[src/rtl/rstseq_pkg.sv]
package rstseq_pkg;

   typedef enum logic [1:0] {
      PH_HOLD  = 2'd0,
      PH_INIT  = 2'd1,
      PH_READY = 2'd2
   } rs_phase_e;

   // ceiling of ns * hz / 1e9, in 64-bit arithmetic
   function automatic longint ns_to_cycles(input longint ns, input longint hz);
      return (ns * hz + 64'd999_999_999) / 64'd1_000_000_000;
   endfunction

endpackage

[src/rtl/rstseq_pin_qual.sv]
module rstseq_pin_qual #(
   parameter int SYNC_STAGES = 2,
   parameter int MIN_CYC     = 50
) (
   input  logic clk,
   input  logic arst_n,
   input  logic pin_async,
   output logic qual
);
   localparam int CW = $clog2(MIN_CYC + 1);

   logic [SYNC_STAGES-1:0] sync_q;
   logic [CW-1:0]          run_cnt;
   logic                   pin_hi;

   generate
      if (SYNC_STAGES < 2) begin : g_bad_sync
         $error("rstseq_pin_qual: SYNC_STAGES must be at least 2");
      end
      if (MIN_CYC < 1) begin : g_bad_min
         $error("rstseq_pin_qual: MIN_CYC must be at least 1");
      end
      for (genvar i = 0; i < SYNC_STAGES; i++) begin : g_stage
         if (i == 0) begin : g_first
            always_ff @(posedge clk or negedge arst_n) begin
               if (!arst_n) sync_q[0] <= 1'b0;
               else         sync_q[0] <= pin_async;
            end
         end else begin : g_next
            always_ff @(posedge clk or negedge arst_n) begin
               if (!arst_n) sync_q[i] <= 1'b0;
               else         sync_q[i] <= sync_q[i-1];
            end
         end
      end
   endgenerate

   assign pin_hi = sync_q[SYNC_STAGES-1];

   always_ff @(posedge clk or negedge arst_n) begin
      if (!arst_n)                        run_cnt <= '0;
      else if (!pin_hi)                   run_cnt <= '0;
      else if (run_cnt != CW'(MIN_CYC))   run_cnt <= run_cnt + 1'b1;
   end

   assign qual = (run_cnt == CW'(MIN_CYC));

   // qualification only persists while the synchronized pin stays high
   assert_qual_drops_R1: assert property (@(posedge clk) disable iff (!arst_n)
      (qual && !pin_hi) |=> !qual);

endmodule

[src/rtl/rstseq_phase.sv]
module rstseq_phase
   import rstseq_pkg::*;
#(
   parameter int HOLD_CYC = 16,
   parameter int INIT_CYC = 1000
) (
   input  logic clk,
   input  logic arst_n,
   input  logic trig,
   output logic full_rst,
   output logic initd,
   output logic sibusy,
   output logic hold_done
);
   localparam int MAXC = (HOLD_CYC > INIT_CYC) ? HOLD_CYC : INIT_CYC;
   localparam int TW   = $clog2(MAXC + 1);

   rs_phase_e       phase_q;
   logic [TW-1:0]   tmr_q;

   generate
      if (HOLD_CYC < 1) begin : g_bad_hold
         $error("rstseq_phase: HOLD_CYC must be at least 1");
      end
      if (INIT_CYC < 1) begin : g_bad_init
         $error("rstseq_phase: INIT_CYC must be at least 1");
      end
   endgenerate

   assign hold_done = (phase_q == PH_HOLD) && !trig && (tmr_q == TW'(HOLD_CYC - 1));

   always_ff @(posedge clk or negedge arst_n) begin
      if (!arst_n) begin
         phase_q <= PH_HOLD;
         tmr_q   <= '0;
      end else if (trig) begin
         phase_q <= PH_HOLD;
         tmr_q   <= '0;
      end else begin
         unique case (phase_q)
            PH_HOLD: begin
               if (tmr_q == TW'(HOLD_CYC - 1)) begin
                  phase_q <= PH_INIT;
                  tmr_q   <= '0;
               end else begin
                  tmr_q <= tmr_q + 1'b1;
               end
            end
            PH_INIT: begin
               if (tmr_q == TW'(INIT_CYC - 1)) begin
                  phase_q <= PH_READY;
                  tmr_q   <= '0;
               end else begin
                  tmr_q <= tmr_q + 1'b1;
               end
            end
            default: tmr_q <= '0;
         endcase
      end
   end

   assign full_rst = (phase_q == PH_HOLD);
   assign initd    = (phase_q == PH_READY);
   assign sibusy   = (phase_q != PH_READY);

   assert_restart_R7: assert property (@(posedge clk) disable iff (!arst_n)
      trig |=> (full_rst && tmr_q == '0));

   assert_ready_from_init_R8: assert property (@(posedge clk) disable iff (!arst_n)
      $rose(initd) |-> ($past(phase_q) == PH_INIT));

endmodule

[src/rtl/rstseq_regs.sv]
module rstseq_regs #(
   parameter int             DW         = 16,
   parameter logic [DW-1:0]  SIG_VALUE  = 16'h3000,
   parameter logic [DW-1:0]  IOBASE_RST = 16'h0300
) (
   input  logic          clk,
   input  logic          arst_n,
   input  logic          full_rst,
   input  logic          part_rst,
   input  logic          hold_done,
   input  logic          selfctl_wr,
   input  logic          iobase_wr,
   input  logic          ptr_wr,
   input  logic [DW-1:0] wr_data,
   output logic [DW-1:0] selfctl_q,
   output logic [DW-1:0] iobase_q,
   output logic [DW-1:0] ptr_rdata
);
   logic          sig_q;
   logic [DW-1:0] ptr_q;

   // preserved through the partial reset: only the full reset touches these
   always_ff @(posedge clk or negedge arst_n) begin
      if (!arst_n)                       selfctl_q <= '0;
      else if (hold_done)                selfctl_q <= '0;
      else if (selfctl_wr && !full_rst)  selfctl_q <= wr_data;
   end

   always_ff @(posedge clk or negedge arst_n) begin
      if (!arst_n)         iobase_q <= IOBASE_RST;
      else if (full_rst)   iobase_q <= IOBASE_RST;
      else if (iobase_wr)  iobase_q <= wr_data;
   end

   // pointer: signature until the first nonzero store
   always_ff @(posedge clk or negedge arst_n) begin
      if (!arst_n) begin
         sig_q <= 1'b1;
         ptr_q <= '0;
      end else if (full_rst || part_rst) begin
         sig_q <= 1'b1;
         ptr_q <= '0;
      end else if (ptr_wr) begin
         ptr_q <= wr_data;
         if (wr_data != '0) sig_q <= 1'b0;
      end
   end

   assign ptr_rdata = sig_q ? SIG_VALUE : ptr_q;

   assert_iobase_keep_R10: assert property (@(posedge clk) disable iff (!arst_n)
      (!full_rst && !iobase_wr) |=> $stable(iobase_q));

   assert_ptr_store_R9: assert property (@(posedge clk) disable iff (!arst_n)
      (!full_rst && !part_rst && ptr_wr && wr_data != '0) |=> (ptr_rdata == $past(wr_data)));

endmodule

[src/rtl/rstseq_top.sv]
module rstseq_top
   import rstseq_pkg::*;
#(
   parameter int             DW          = 16,
   parameter longint         CLK_HZ      = 125_000_000,
   parameter int             PIN_MIN_NS  = 400,
   parameter int             INIT_NS     = 10_000_000,
   parameter int             HOLD_CYC    = 16,
   parameter int             SYNC_STAGES = 2,
   parameter int             SWRST_BIT   = 6,
   parameter logic [DW-1:0]  SIG_VALUE   = 16'h3000,
   parameter logic [DW-1:0]  IOBASE_RST  = 16'h0300
) (
   input  logic          clk,
   input  logic          pwr_good,
   input  logic          osc_stable,
   input  logic          rst_pin,
   input  logic          eep_csum_err,
   input  logic          hw_standby,
   input  logic          hw_suspend,
   input  logic          sw_suspend,
   input  logic          selfctl_wr,
   input  logic          iobase_wr,
   input  logic          ptr_wr,
   input  logic [DW-1:0] wr_data,
   output logic          full_rst,
   output logic          part_rst,
   output logic          initd,
   output logic          sibusy,
   output logic [DW-1:0] selfctl_rdata,
   output logic [DW-1:0] iobase_rdata,
   output logic [DW-1:0] ptr_rdata
);
   localparam int PIN_CYC  = int'(ns_to_cycles(longint'(PIN_MIN_NS), CLK_HZ));
   localparam int INIT_CYC = int'(ns_to_cycles(longint'(INIT_NS), CLK_HZ));

   generate
      if (SWRST_BIT >= DW) begin : g_bad_bit
         $error("rstseq_top: SWRST_BIT outside the data width");
      end
      if (CLK_HZ < 1) begin : g_bad_clk
         $error("rstseq_top: CLK_HZ must be positive");
      end
   endgenerate

   logic pin_qual, swrst_req, trig, hold_done;
   logic stb_q, sus_q, ssw_q;

   rstseq_pin_qual #(
      .SYNC_STAGES (SYNC_STAGES),
      .MIN_CYC     (PIN_CYC)
   ) u_pin (
      .clk       (clk),
      .arst_n    (pwr_good),
      .pin_async (rst_pin),
      .qual      (pin_qual)
   );

   always_ff @(posedge clk or negedge pwr_good) begin
      if (!pwr_good) begin
         stb_q <= 1'b0;
         sus_q <= 1'b0;
         ssw_q <= 1'b0;
      end else begin
         stb_q <= hw_standby;
         sus_q <= hw_suspend;
         ssw_q <= sw_suspend;
      end
   end

   assign swrst_req = selfctl_wr && wr_data[SWRST_BIT] && !full_rst;

   assign trig = pin_qual || !osc_stable || eep_csum_err || swrst_req
              || (hw_standby != stb_q) || (hw_suspend != sus_q)
              || (ssw_q && !sw_suspend);

   assign part_rst = ssw_q;

   rstseq_phase #(
      .HOLD_CYC (HOLD_CYC),
      .INIT_CYC (INIT_CYC)
   ) u_phase (
      .clk       (clk),
      .arst_n    (pwr_good),
      .trig      (trig),
      .full_rst  (full_rst),
      .initd     (initd),
      .sibusy    (sibusy),
      .hold_done (hold_done)
   );

   rstseq_regs #(
      .DW         (DW),
      .SIG_VALUE  (SIG_VALUE),
      .IOBASE_RST (IOBASE_RST)
   ) u_regs (
      .clk        (clk),
      .arst_n     (pwr_good),
      .full_rst   (full_rst),
      .part_rst   (part_rst),
      .hold_done  (hold_done),
      .selfctl_wr (selfctl_wr),
      .iobase_wr  (iobase_wr),
      .ptr_wr     (ptr_wr),
      .wr_data    (wr_data),
      .selfctl_q  (selfctl_rdata),
      .iobase_q   (iobase_rdata),
      .ptr_rdata  (ptr_rdata)
   );

   assert_pin_reset_R1: assert property (@(posedge clk) disable iff (!pwr_good)
      pin_qual |=> full_rst);

   assert_osc_hold_R2: assert property (@(posedge clk) disable iff (!pwr_good)
      !osc_stable |=> full_rst);

   assert_eep_reset_R3: assert property (@(posedge clk) disable iff (!pwr_good)
      eep_csum_err |=> (full_rst && !initd));

   assert_swrst_R4: assert property (@(posedge clk) disable iff (!pwr_good)
      swrst_req |=> (full_rst && selfctl_rdata[SWRST_BIT]));

   assert_selfctl_clear_R4: assert property (@(posedge clk) disable iff (!pwr_good)
      $fell(full_rst) |-> (selfctl_rdata == '0));

   assert_hw_edge_R5: assert property (@(posedge clk) disable iff (!pwr_good)
      ((hw_standby != stb_q) || (hw_suspend != sus_q)) |=> full_rst);

   assert_part_sig_R6: assert property (@(posedge clk) disable iff (!pwr_good)
      part_rst |=> (ptr_rdata == SIG_VALUE));

endmodule

[config.mk]
export PLATFORM = sky130hd
export DESIGN_NAME = rstseq_top
export DESIGN_NICKNAME = d
export VERILOG_FILES = /design/src/rtl/rstseq_pkg.sv /design/src/rtl/rstseq_pin_qual.sv /design/src/rtl/rstseq_phase.sv /design/src/rtl/rstseq_regs.sv /design/src/rtl/rstseq_top.sv
export SDC_FILE = /design/constraint.sdc
export NUM_CORES = 1
export LEC_CHECK = 0
export ABC_AREA = 1
export ABC_CLOCK_PERIOD_IN_PS = 3200
export BUFFER_PORTS_ARGS = -buffer_cell sky130_fd_sc_hd__buf_2
export CAP_MARGIN = 10
export CORE_ASPECT_RATIO = 1.5
export CORE_UTILIZATION = 55
export DETAILED_ROUTE_END_ITERATION = 10
export PLACE_DENSITY = 0.8
export SLEW_MARGIN = 20
export SYNTH_ARGS = -nofsm -noshare
export SYNTH_HDL_FRONTEND = slang
export SYNTH_HIERARCHICAL = 1
export SYNTH_SLANG_ARGS = --single-unit
[constraint.sdc]
create_clock -name clk -period 3.2 [get_ports clk]
set_input_delay 0.32 -clock clk [delete_from_list [all_inputs] [get_ports clk]]
set_output_delay 0.32 -clock clk [all_outputs]
set_load 0.05 [all_outputs]
==> flow_metrics.tcl <==
set metrics [dict create \
    clk_latency_ns 0.35 \
    cts_setup_buffers 0 \
    clockRootBuffer "clkbuf_8" \
    viasPerCell 5.28 \
    cts_resized 0 \
    synth_warnings 6 \
    multi_input_area_sq_mm 0.00157 \
    end_kind "flip-flop" \
    slowest_delay_ns 0.44 \
    fin_tns_setup_ns 0 \
    start_util_pct 57.7 \
    crit_top_cell "inv_1" \
    synth_area_sq_mm 0.00401 \
    yosys.area_share.simple_pct 25.7 \
    synth_top_area_share_pct 49.9 \
    synthMuxAreaShare_pct 0 \
    yosys.cell_count.top_type "dfrtp_1" \
    critical_path_class "flip-flop to flip-flop" \
    area_delta_synth_final_pct 14.8 \
    cpLargestDelayFamily "simple AND/OR/NAND/NOR gates" \
    synth_edf_count 0 \
    grt_usage_pct 25.6 \
    synthTopCellsByArea "dfrtp_1, nand2_1, nor2_1" \
    core_area_sq_mm 0.00694 \
    dp.cells 631 \
    cts_buffers 9 \
    async_flop_share_pct 100 \
    worst_slew_pin_slew_ns 0.725 \
    insertedDiodeCount 0 \
    drt_iter0_drc 219 \
    rsz0062_at_grt "false" \
    setup_violations 0 \
    drive_above_1_share_pct 23.2 \
    r2r_setup_slack_ns 0.56 \
    hpwlAfterDp_um 6380 \
    synth_top_area_cell "dfrtp_1" \
    syn_avg_cell_area_sq_um 8.25 \
    syn-num-nets 516 \
    grt_pass1_wl_um 15200 \
    leakagePower_nw 2.38 \
    startpoint_type "flip-flop" \
    ant_nets 0 \
    final_cells 646 \
    io_pins 79 \
    crit_fanout 17 \
    cp.required_ns 3.43 \
    r2r_start "u_pin/run_cnt[0]" \
    period_share_pct 82.6 \
    clk_pin_slew_ns 0.08 \
    max_slew_margin_pct 51.7 \
    dr.pass1.iters 6 \
    yosys-top-cells-count "dfrtp_1, nand2_1, nor2_1, inv_1, nand3_1" \
    regToRegEndpoint "u_regs/selfctl_q[2]" \
    gp_congestion 0.862 \
    status "finished, final reports clean" \
    num_vias 3410 \
    fillers 587 \
    whs_ns 0.0116 \
    fin_skew_ns 0.00780 \
    die_w_um 71.7 \
    grt_pass1_vias 3271 \
    max-cap-violations 0 \
    cts_buffer_depth 2 \
    postCtsHoldBufs 0 \
    hold_class "primary input to asynchronous set/reset pin" \
    cts_tree "built" \
    synth-seq-area-share_pct 51.9 \
    wl_per_cell_um 13.7 \
    synth-main-ff-cell "dfrtp_1" \
    synth-xor-area-share_pct 3.71 \
    vdd.ir_drop.worst_mv 0.329 \
    hold_viol_final 0 \
    htreeDepth 3 \
    period_minus_slack_ns 2.64 \
    design.die.area_sq_mm 0.00764 \
    synth_cell_types 31 \
    synth_compound_area_share_pct 8.74 \
    io_buffers 78 \
    overflow 0 \
    row_count 37 \
    fmax_ghz 0.379 \
    grt_max_degree 84 \
    synth_fa_ha_area_share_pct 0.936 \
    die_y_um 107 \
    syn_inst 486 \
    power_density_mw_per_mm2 394 \
    seqCellArea_sq_mm 0.00208 \
    drv_slew 0 \
    r2r_cells 17 \
    crit_chain "inv_1 > ha_1 > nand2_2 > nor2_4 > nand2_2 > inv_1 > inv_1 > nand3_1 > nor2_1 > nand3_1 > nor3_1 > nand4_1 > inv_1 > clkinv_1 > buf_4 > nand3_2 > o21ai_0" \
    worst_ep_arrival_time_ns 2.87 \
    crit_buf_inv 6 \
    fin_nets 594 \
    synth_top_family_by_area "simple AND/OR/NAND/NOR gates" \
    drc 0 \
    synth-seq-cells 83 \
    antenna_found_initial 0 \
    crit_slowest_cell "dfrtp_1" \
    routed_wl_um 8840 \
    clock_sinks 83 \
    cp.depth 17 \
]
logic make-up (layout without fill, tap and decap cells):
| logic type | Yosys count | count (layout) |
|---|---|---|
| xor gates and xnor gates | 17 | 17 |
| AOI/OAI and AO/OA | 69 | 69 |
| and+or+nand+nor | 227 | 227 |
| DFF | 83 | 83 |
| buffers and inverters | 87 | 169 |
| adders and majority gates | 3 | 3 |
sequential cells by signal, summed over array words and instances, names as in the netlist:
name / flops
u_regs/selfctl_q: 16
u_regs/ptr_q: 16
u_regs/sig_q: 1
stb_q: 1
u_regs/iobase_q: 16
u_phase/tmr_q: 21
sus_q: 1
u_phase/phase_q: 2
part_rst: 1
u_pin/pin_hi: 1
u_pin/sync_q: 1
u_pin/run_cnt: 6
metal layers:
| layer | part of all wire, % | vias to the layer above | track usage [%] |
|---|---|---|---|
| li1 | - | 1671 | - |
| met5 | 0 | - | 0 |
| met2 | 52 | 112 | 42.8 |
| met1 | 41 | 1611 | 32.1 |
| met3 | 5.3 | 16 | 5.92 |
| met4 | 1.7 | 0 | 10.1 |
per-stage QoR:
stage / utilization, % / instance area, sq um / power, mW / setup WS (ns)
after detailed placement: 63.8 / 4430 / 1.17 / 0.566
after global routing: 66.3 / 4600 / 1.90 / 0.150
final: 66.3 / 4600 / 1.82 / 0.558
after floorplan: - / 4010 / 1.12 / 0.369
after global placement: 63.8 / 4430 / 1.17 / 0.697
after CTS: 66.3 / 4600 / 1.83 / 0.530
worst max-delay path by stage:
stage                            start                  end  slack [ns]
floorplan           u_phase/phase_q[0]  u_regs/selfctl_q[0]        0.37
finish                u_pin/run_cnt[0]  u_regs/selfctl_q[2]        0.56
detailed placement    u_pin/run_cnt[0]  u_regs/selfctl_q[4]        0.57
global placement      u_pin/run_cnt[0]  u_regs/selfctl_q[5]        0.70
global route          u_pin/run_cnt[0]  u_regs/selfctl_q[4]        0.15
CTS                   u_pin/run_cnt[0]  u_regs/selfctl_q[4]        0.53
final cells by class:
type,instances,area share (%)
inverters,75,6.22
repair buffers,79,8.78
flip-flops and latches,83,45.2
well taps,78,2.12
clock buffers,11,3.07
multi-input cells,316,34.0
clock inverters,4,0.598
cells in the final DEF (no fill, tap or decap):
cell type / instances
nand3b_2: 1
buf_4: 1
xor2_1: 12
nor2_2: 16
ha_1: 3
clkinv_2: 2
o21ai_0: 19
clkbuf_8: 10
nor2_4: 2
nand2_1: 73
nand2_2: 9
nand4_1: 5
clkbuf_1: 1
nand3_1: 40
inv_1: 70
o21bai_1: 1
a21oi_1: 19
clkinv_1: 2
o21ai_1: 29
nor2_1: 73
or2_2: 2
clkinv_4: 3
nor3_1: 2
nand3_2: 3
dfstp_2: 3
inv_2: 2
xnor2_1: 5
buf_6: 1
dfrtp_1: 80
nand3b_1: 1
o211ai_1: 1
buf_2: 77
where the power goes:
group	leakage [nW]	total, mW	internal, mW	switching, mW
registers	1.14	1.06	1.05	0.00783
clock network	0.0891	0.668	0.299	0.369
logic	1.15	0.0856	0.0250	0.0606
total	2.38	1.82	1.38	0.438
Power figures use the tool's default switching activity.
